`config.mk`:
```
export PLATFORM = sky130hd
export DESIGN_NAME = inv_fwd_queue
export DESIGN_NICKNAME = d
export VERILOG_FILES = /design/src/rtl/inv_fwd_pkg.sv /design/src/rtl/inv_fwd_fifo.sv /design/src/rtl/inv_fwd_snoop_resp.sv /design/src/rtl/inv_fwd_fill_ctl.sv /design/src/rtl/inv_fwd_queue.sv
export SDC_FILE = /design/constraint.sdc
export NUM_CORES = 2
export LEC_CHECK = 0
export ABC_CLOCK_PERIOD_IN_PS = 12300
export CAP_MARGIN = 0
export CORE_AREA = 5 5 296 587
export CTS_BUF_LIST = sky130_fd_sc_hd__clkbuf_2 sky130_fd_sc_hd__clkbuf_4 sky130_fd_sc_hd__clkbuf_8
export DETAILED_ROUTE_END_ITERATION = 10
export DIE_AREA = 0 0 301 592
export PLACE_DENSITY = 0.66
export SYNTH_ARGS = -nofsm -noshare
export SYNTH_HDL_FRONTEND = slang
export SYNTH_HIERARCHICAL = 1
export SYNTH_SLANG_ARGS = --single-unit
```
`constraint.sdc`:
```
create_clock -name clk -period 12.3 [get_ports clk]
set_input_delay 2.46 -clock clk [delete_from_list [all_inputs] [get_ports clk]]
set_output_delay 2.46 -clock clk [all_outputs]
set_load 0.02 [all_outputs]
```
`src/rtl/inv_fwd_pkg.sv`:
```
package inv_fwd_pkg;
  localparam int CMD_W = 3;
  localparam int ST_W  = 4;

  localparam logic [CMD_W-1:0] C_READ     = 3'd0;
  localparam logic [CMD_W-1:0] C_READ_EX  = 3'd1;
  localparam logic [CMD_W-1:0] C_UPGRADE  = 3'd2;
  localparam logic [CMD_W-1:0] C_INVAL    = 3'd3;
  localparam logic [CMD_W-1:0] C_WR_INVAL = 3'd4;
  localparam logic [CMD_W-1:0] C_WRBACK   = 3'd5;
  localparam logic [CMD_W-1:0] C_HW_PF    = 3'd6;
  localparam logic [CMD_W-1:0] C_WRITE    = 3'd7;

  localparam int S_VALID = 0;
  localparam int S_WRITE = 1;
  localparam int S_DIRTY = 2;
  localparam int S_PFMRK = 3;

  function automatic logic kills_line(input logic [CMD_W-1:0] c);
    return (c == C_READ_EX) || (c == C_UPGRADE) ||
           (c == C_INVAL)   || (c == C_WR_INVAL);
  endfunction
endpackage

```
`src/rtl/inv_fwd_fifo.sv`:
```
module inv_fwd_fifo #(
  parameter int DEPTH = 50,
  parameter int DW    = 43,
  localparam int PW   = (DEPTH > 1) ? $clog2(DEPTH) : 1,
  localparam int CW   = $clog2(DEPTH + 1)
) (
  input  logic          clk,
  input  logic          rst_n,
  input  logic          push,
  input  logic [DW-1:0] push_data,
  input  logic          pop,
  output logic [DW-1:0] head_data,
  output logic          empty,
  output logic          full,
  output logic [CW-1:0] count
);
  logic [DW-1:0] store [DEPTH];
  logic [PW-1:0] wr_ptr, rd_ptr;
  logic [CW-1:0] cnt_q;
  logic          do_push, do_pop;

  assign do_push = push && (cnt_q != CW'(DEPTH));
  assign do_pop  = pop  && (cnt_q != '0);

  function automatic logic [PW-1:0] step(input logic [PW-1:0] p);
    return (p == PW'(DEPTH - 1)) ? '0 : p + 1'b1;
  endfunction

  genvar gi;
  generate
    for (gi = 0; gi < DEPTH; gi++) begin : g_slot
      always_ff @(posedge clk) begin
        if (do_push && (wr_ptr == PW'(gi))) store[gi] <= push_data;
      end
    end
  endgenerate

  always_ff @(posedge clk) begin
    if (!rst_n) begin
      wr_ptr <= '0;
      rd_ptr <= '0;
      cnt_q  <= '0;
    end else begin
      if (do_push) wr_ptr <= step(wr_ptr);
      if (do_pop)  rd_ptr <= step(rd_ptr);
      if (do_push && !do_pop)      cnt_q <= cnt_q + 1'b1;
      else if (do_pop && !do_push) cnt_q <= cnt_q - 1'b1;
    end
  end

  assign head_data = store[rd_ptr];
  assign empty     = (cnt_q == '0);
  assign full      = (cnt_q == CW'(DEPTH));
  assign count     = cnt_q;

  assert_no_overflow_R4: assert property (@(posedge clk) disable iff (!rst_n)
    cnt_q <= CW'(DEPTH));
  assert_pop_drops_one_R4: assert property (@(posedge clk) disable iff (!rst_n)
    (do_pop && !do_push) |=> (cnt_q == $past(cnt_q) - 1'b1));
  assert_both_keep_count_R7: assert property (@(posedge clk) disable iff (!rst_n)
    (do_pop && do_push) |=> $stable(cnt_q));
endmodule

```
`src/rtl/inv_fwd_snoop_resp.sv`:
```
module inv_fwd_snoop_resp
  import inv_fwd_pkg::*;
(
  input  logic [CMD_W-1:0] snoop_cmd,
  input  logic             snoop_hit,
  input  logic [ST_W-1:0]  blk_status,
  output logic             is_kill,
  output logic [ST_W-1:0]  new_state,
  output logic             supply
);
  always_comb begin
    is_kill = kills_line(snoop_cmd);
    if (snoop_hit && !is_kill) new_state = blk_status;
    else                       new_state = '0;
    supply = 1'b0;
  end
endmodule

```
`src/rtl/inv_fwd_fill_ctl.sv`:
```
module inv_fwd_fill_ctl
  import inv_fwd_pkg::*;
(
  input  logic             req_valid,
  input  logic [CMD_W-1:0] req_cmd,
  input  logic             req_hit,
  input  logic [CMD_W-1:0] fill_orig_cmd,
  output logic [CMD_W-1:0] bus_cmd,
  output logic [ST_W-1:0]  fill_state,
  output logic             pf_hit_warn
);
  always_comb begin
    bus_cmd = (req_cmd == C_WRBACK) ? C_WRBACK : C_READ;
    fill_state = '0;
    fill_state[S_VALID] = 1'b1;
    fill_state[S_WRITE] = 1'b1;
    fill_state[S_PFMRK] = (fill_orig_cmd == C_HW_PF);
    pf_hit_warn = req_valid && req_hit && (req_cmd == C_HW_PF);
  end
endmodule

```
`src/rtl/inv_fwd_queue.sv`:
```
module inv_fwd_queue
  import inv_fwd_pkg::*;
#(
  parameter int DEPTH = 50,
  parameter int AW    = 32,
  parameter int SW    = 8
) (
  input  logic             clk,
  input  logic             rst_n,
  input  logic             top_level,
  input  logic             snoop_valid,
  input  logic [2:0]       snoop_cmd,
  input  logic [AW-1:0]    snoop_addr,
  input  logic [SW-1:0]    snoop_size,
  input  logic             snoop_hit,
  input  logic [3:0]       blk_status,
  output logic [3:0]       snoop_new_state,
  output logic             snoop_supply,
  output logic             snoop_blocked,
  output logic             coh_req,
  output logic             fwd_valid,
  input  logic             fwd_ready,
  output logic [2:0]       fwd_cmd,
  output logic [AW-1:0]    fwd_addr,
  output logic [SW-1:0]    fwd_size,
  input  logic             req_valid,
  input  logic [2:0]       req_cmd,
  input  logic             req_hit,
  output logic [2:0]       bus_cmd,
  input  logic [2:0]       fill_orig_cmd,
  output logic [3:0]       fill_state,
  output logic             pf_hit_warn
);
  localparam int DW = CMD_W + AW + SW;
  localparam int CW = $clog2(DEPTH + 1);

  logic          is_kill, q_empty, q_full, alloc, take;
  logic [CW-1:0] q_count;
  logic [DW-1:0] push_word, head_word;
  logic          blocked_q, req_q;

  inv_fwd_snoop_resp u_snoop (
    .snoop_cmd (snoop_cmd),
    .snoop_hit (snoop_hit),
    .blk_status(blk_status),
    .is_kill   (is_kill),
    .new_state (snoop_new_state),
    .supply    (snoop_supply)
  );

  inv_fwd_fill_ctl u_fill (
    .req_valid    (req_valid),
    .req_cmd      (req_cmd),
    .req_hit      (req_hit),
    .fill_orig_cmd(fill_orig_cmd),
    .bus_cmd      (bus_cmd),
    .fill_state   (fill_state),
    .pf_hit_warn  (pf_hit_warn)
  );

  assign alloc     = snoop_valid && is_kill && !top_level && !q_full;
  assign take      = fwd_ready && !q_empty;
  assign push_word = {C_INVAL, snoop_addr, snoop_size};

  inv_fwd_fifo #(.DEPTH(DEPTH), .DW(DW)) u_fifo (
    .clk      (clk),
    .rst_n    (rst_n),
    .push     (alloc),
    .push_data(push_word),
    .pop      (take),
    .head_data(head_word),
    .empty    (q_empty),
    .full     (q_full),
    .count    (q_count)
  );

  always_ff @(posedge clk) begin
    if (!rst_n) begin
      req_q     <= 1'b0;
      blocked_q <= 1'b0;
    end else begin
      if (alloc)                                  req_q <= 1'b1;
      else if (take && (q_count == CW'(1)))       req_q <= 1'b0;
      if (alloc && !take && (q_count == CW'(DEPTH - 1))) blocked_q <= 1'b1;
      else if (take && blocked_q)                 blocked_q <= 1'b0;
    end
  end

  assign coh_req       = req_q;
  assign snoop_blocked = blocked_q;
  assign fwd_valid     = !q_empty;
  assign {fwd_cmd, fwd_addr, fwd_size} = head_word;

  assert_req_tracks_fill_R5: assert property (@(posedge clk) disable iff (!rst_n)
    coh_req == !q_empty);
  assert_block_when_full_R6: assert property (@(posedge clk) disable iff (!rst_n)
    snoop_blocked == q_full);
  assert_top_no_grow_R3: assert property (@(posedge clk) disable iff (!rst_n)
    top_level |=> (q_count <= $past(q_count)));
  assert_fwd_is_inval_R2: assert property (@(posedge clk) disable iff (!rst_n)
    fwd_valid |-> (fwd_cmd == C_INVAL));
endmodule

```
==> flow_summary.json <==
{
  "critPathArrivalTime_ns": 5.29,
  "gp_routability_congestion": 0.771,
  "cp-start-kind": "flip-flop",
  "numCtsBuffers": 293,
  "end_kind": "primary output",
  "synth.top_cell.area_share_pct": 77.1,
  "grt_max_degree": 136,
  "vias": 40790,
  "grt-ovfl-total": 0,
  "start_util_pct": 49.7,
  "die-area_mm2": 0.178,
  "synth_edf_count": 2150,
  "io_pins": 120,
  "path_delay_family": "buffers and inverters",
  "ys_seq_area_share_pct": 77.7,
  "clk_transition_reported_paths_ns": 0.07,
  "path_class": "reg2out",
  "crit_top_cell": "mux4_2",
  "rows": 213,
  "synth_ff_type": "edfxtp_1",
  "cp_slowest_stage_delay_ns": 0.67,
  "synth_common_cells": "2150 x edfxtp_1, 562 x mux4_2, 151 x nand2_1",
  "cp.depth": 7,
  "drt_iter0_drc": 5110,
  "drc": 0,
  "setup_viol": 0,
  "areaGrowthSynthToFinish_pct": 13.0,
  "drive_gt1_share_pct": 30.2,
  "cap_violations": 0,
  "min_period_ns": 7.75,
  "vdd_drop_max_mv": 0.0897,
  "rsz0062_at_grt": "no",
  "place.detailed.hpwl_um": 119000,
  "hold_violations": 0,
  "dr.pass1.iters": 5,
  "antenna_found_initial": 3,
  "drt-vias-per-instance": 6.16,
  "nFillCells": 12528,
  "worstHoldPathCells": 2,
  "cp_cell_sequence": "buf_4 > buf_12 > mux4_2 > mux4_2 > nand3b_1 > o2111ai_1 > clkdlybuf4s50_1",
  "cts_sinks": 2176,
  "die_w_um": 301,
  "cp_data_required_time_ns": 9.84,
  "post_cts_buffers": 0,
  "cts_root_buffer": "clkbuf_8",
  "die_h_um": 592,
  "cts-hold-fix-buffers": 0,
  "cp_max_fo": 112,
  "synth_area_leaders": "edfxtp_1 77%, mux4_2 15%, mux2_2 1.6%",
  "worst_hold_path_type": "reg2reg",
  "grt_pass1_wl_um": 314000,
  "clockBufferDepth": 4,
  "critPathBufInv": 3,
  "clkLatencyLatePin_ns": 0.93,
  "run_status": "complete, no violations",
  "drt-wirelength-per-cell_um": 33.7,
  "final_nets": 4224,
  "setup_tns_ns": 0,
  "synthCells": 3662,
  "p_leak_nw": 28.5,
  "worst_pin_slew_ns": 1.26,
  "synth_area_mm2": 0.0837,
  "ys_ff_latch": 2176,
  "grt_use_total_pct": 25.1,
  "core_area_mm2": 0.168,
  "seqCellArea_mm2": 0.0651,
  "finalMaxSlewViolations": 0,
  "multi_input_area_mm2": 0.0186,
  "post_cts_resized": 0,
  "slowest_stage": "clkdlybuf4s50_1",
  "grt_pass1_vias": 42526,
  "power.density_mw_per_mm2": 164,
  "htreeDepth": 5,
  "ant_nets": 0,
  "relSlewSlack_pct": 16.2,
  "finClkSkew_ns": 0.0508,
  "period_share_pct": 63.0,
  "ff2ff_path_depth": 8,
  "synth_top_cell_by_area": "edfxtp_1",
  "synth.most_common_cell": "edfxtp_1",
  "cts_tree": "done",
  "yosysUniqueCellTypes": 52,
  "clock.fmax_mhz": 129,
  "totalWireLength_um": 223000,
  "syn_avg_cell_area_um2": 22.9,
  "whs_ns": 0.554,
  "synthArstFlopShare_pct": 0,
  "ys_warn_count": 6,
  "port_buffers": 114
}
[cells by family after synthesis]
family	count (synthesis)	share of synthesized area (%)
simple gates	284	1.48
mux	766	17.7
other cells	5	0.0224
xor+xnor	13	0.136
flops	2176	77.7
buf+inv	210	1.21
fa+ha+maj	12	0.188
compound gates	196	1.49
[worst reg2reg max path, stage by stage (launching register included)]
cell      delay, ns
dfxtp_1        0.43
or3_1          0.21
nor2_1         0.06
and4bb_2       0.30
o21ai_0        0.23
or3_1          0.38
buf_4          0.28
nor2_4         0.72
buf_4          0.80
[power by group]
group          internal [W]  switching (W)  leakage [nW]
Sequential          0.00816      0.0000388          19.5
Combinational      0.000889       0.000863          5.90
Clock               0.00289        0.00265          3.03
Total                0.0119        0.00355          28.5
[state kept, by name (all words and copies together), names as in the netlist, named ones only]
register and cells:
coh_req 1, u_fifo/wr_ptr 6, u_fifo/rd_ptr 6, snoop_blocked 1, u_fifo/store 2150, u_fifo/count 6
[area by class of cell]
cell class              count  share of cell area (%)
diodes                      3                 0.00794
clock buffers             373                    4.96
clock inverters           138                    1.17
inverters                  10                  0.0397
multi-input cells        1426                    19.7
flip-flops and latches   2176                    68.8
well taps                2257                    2.99
repair buffers            244                    2.36
[cell usage in the layout (no fill, tap or decap), drive strengths merged, types with 5 or more instances in the layout]
cell type | synthesis | routed
edfxtp | 2150 | 2150
mux4 | 562 | 562
clkbuf | 93 | 373
conb | 5 | 155
nand2 | 151 | 151
buf | 107 | 130
mux2 | 117 | 117
clkdlybuf4s50 | 0 | 114
clkinv | 0 | 103
mux2i | 87 | 87
a21oi | 87 | 87
o211ai | 77 | 77
nor2 | 76 | 76
dfxtp | 26 | 26
bufinv | 0 | 18
inv | 10 | 17
nor2b | 12 | 12
ha | 11 | 11
clkinvlp | 0 | 10
nand3 | 10 | 10
xor2 | 8 | 8
o21ai | 7 | 7
and2 | 6 | 6
a211oi | 5 | 5
xnor2 | 5 | 5
or3 | 5 | 5
nand2b | 5 | 5
[routing by layer]
layer | vias to the layer above | share of wire, % | GRT usage, %
met5 | - | 0 | 0
met4 | 0 | 4.3 | 9.73
met3 | 476 | 7.1 | 3.40
met2 | 2114 | 54 | 45.0
met1 | 21916 | 35 | 31.0
li1 | 16284 | - | -
[metrics by stage]
| step | instances | worst slack, ns | total power (W) | cell area (µm²) | utilization, % |
|---|---|---|---|---|---|
| floorplan | 3812 | 6.03 | 0.00962 | 84300 | - |
| global placement | 6113 | 5.45 | 0.0101 | 88800 | 52.7 |
| detailed placement | 6113 | 5.45 | 0.0101 | 88800 | 52.7 |
| CTS | 6624 | 4.44 | 0.0156 | 94600 | 56.2 |
| global route | 6627 | 4.29 | 0.0160 | 94600 | 56.2 |
| finish | 6627 | 4.55 | 0.0155 | 94600 | 56.2 |
[path summary, 6_finish.rpt]
check / endpoint / slack [ns] / from
max: fwd_addr[25] / 4.55 / flip-flop
min: flip-flop / 0.55 / u_fifo/rd_ptr[1]
max reg2reg: u_fifo/store[12][23] / 8.45 / u_fifo/count[2]
min reg2reg: flip-flop / 0.55 / u_fifo/rd_ptr[1]
(Power assumes the default switching activity.)
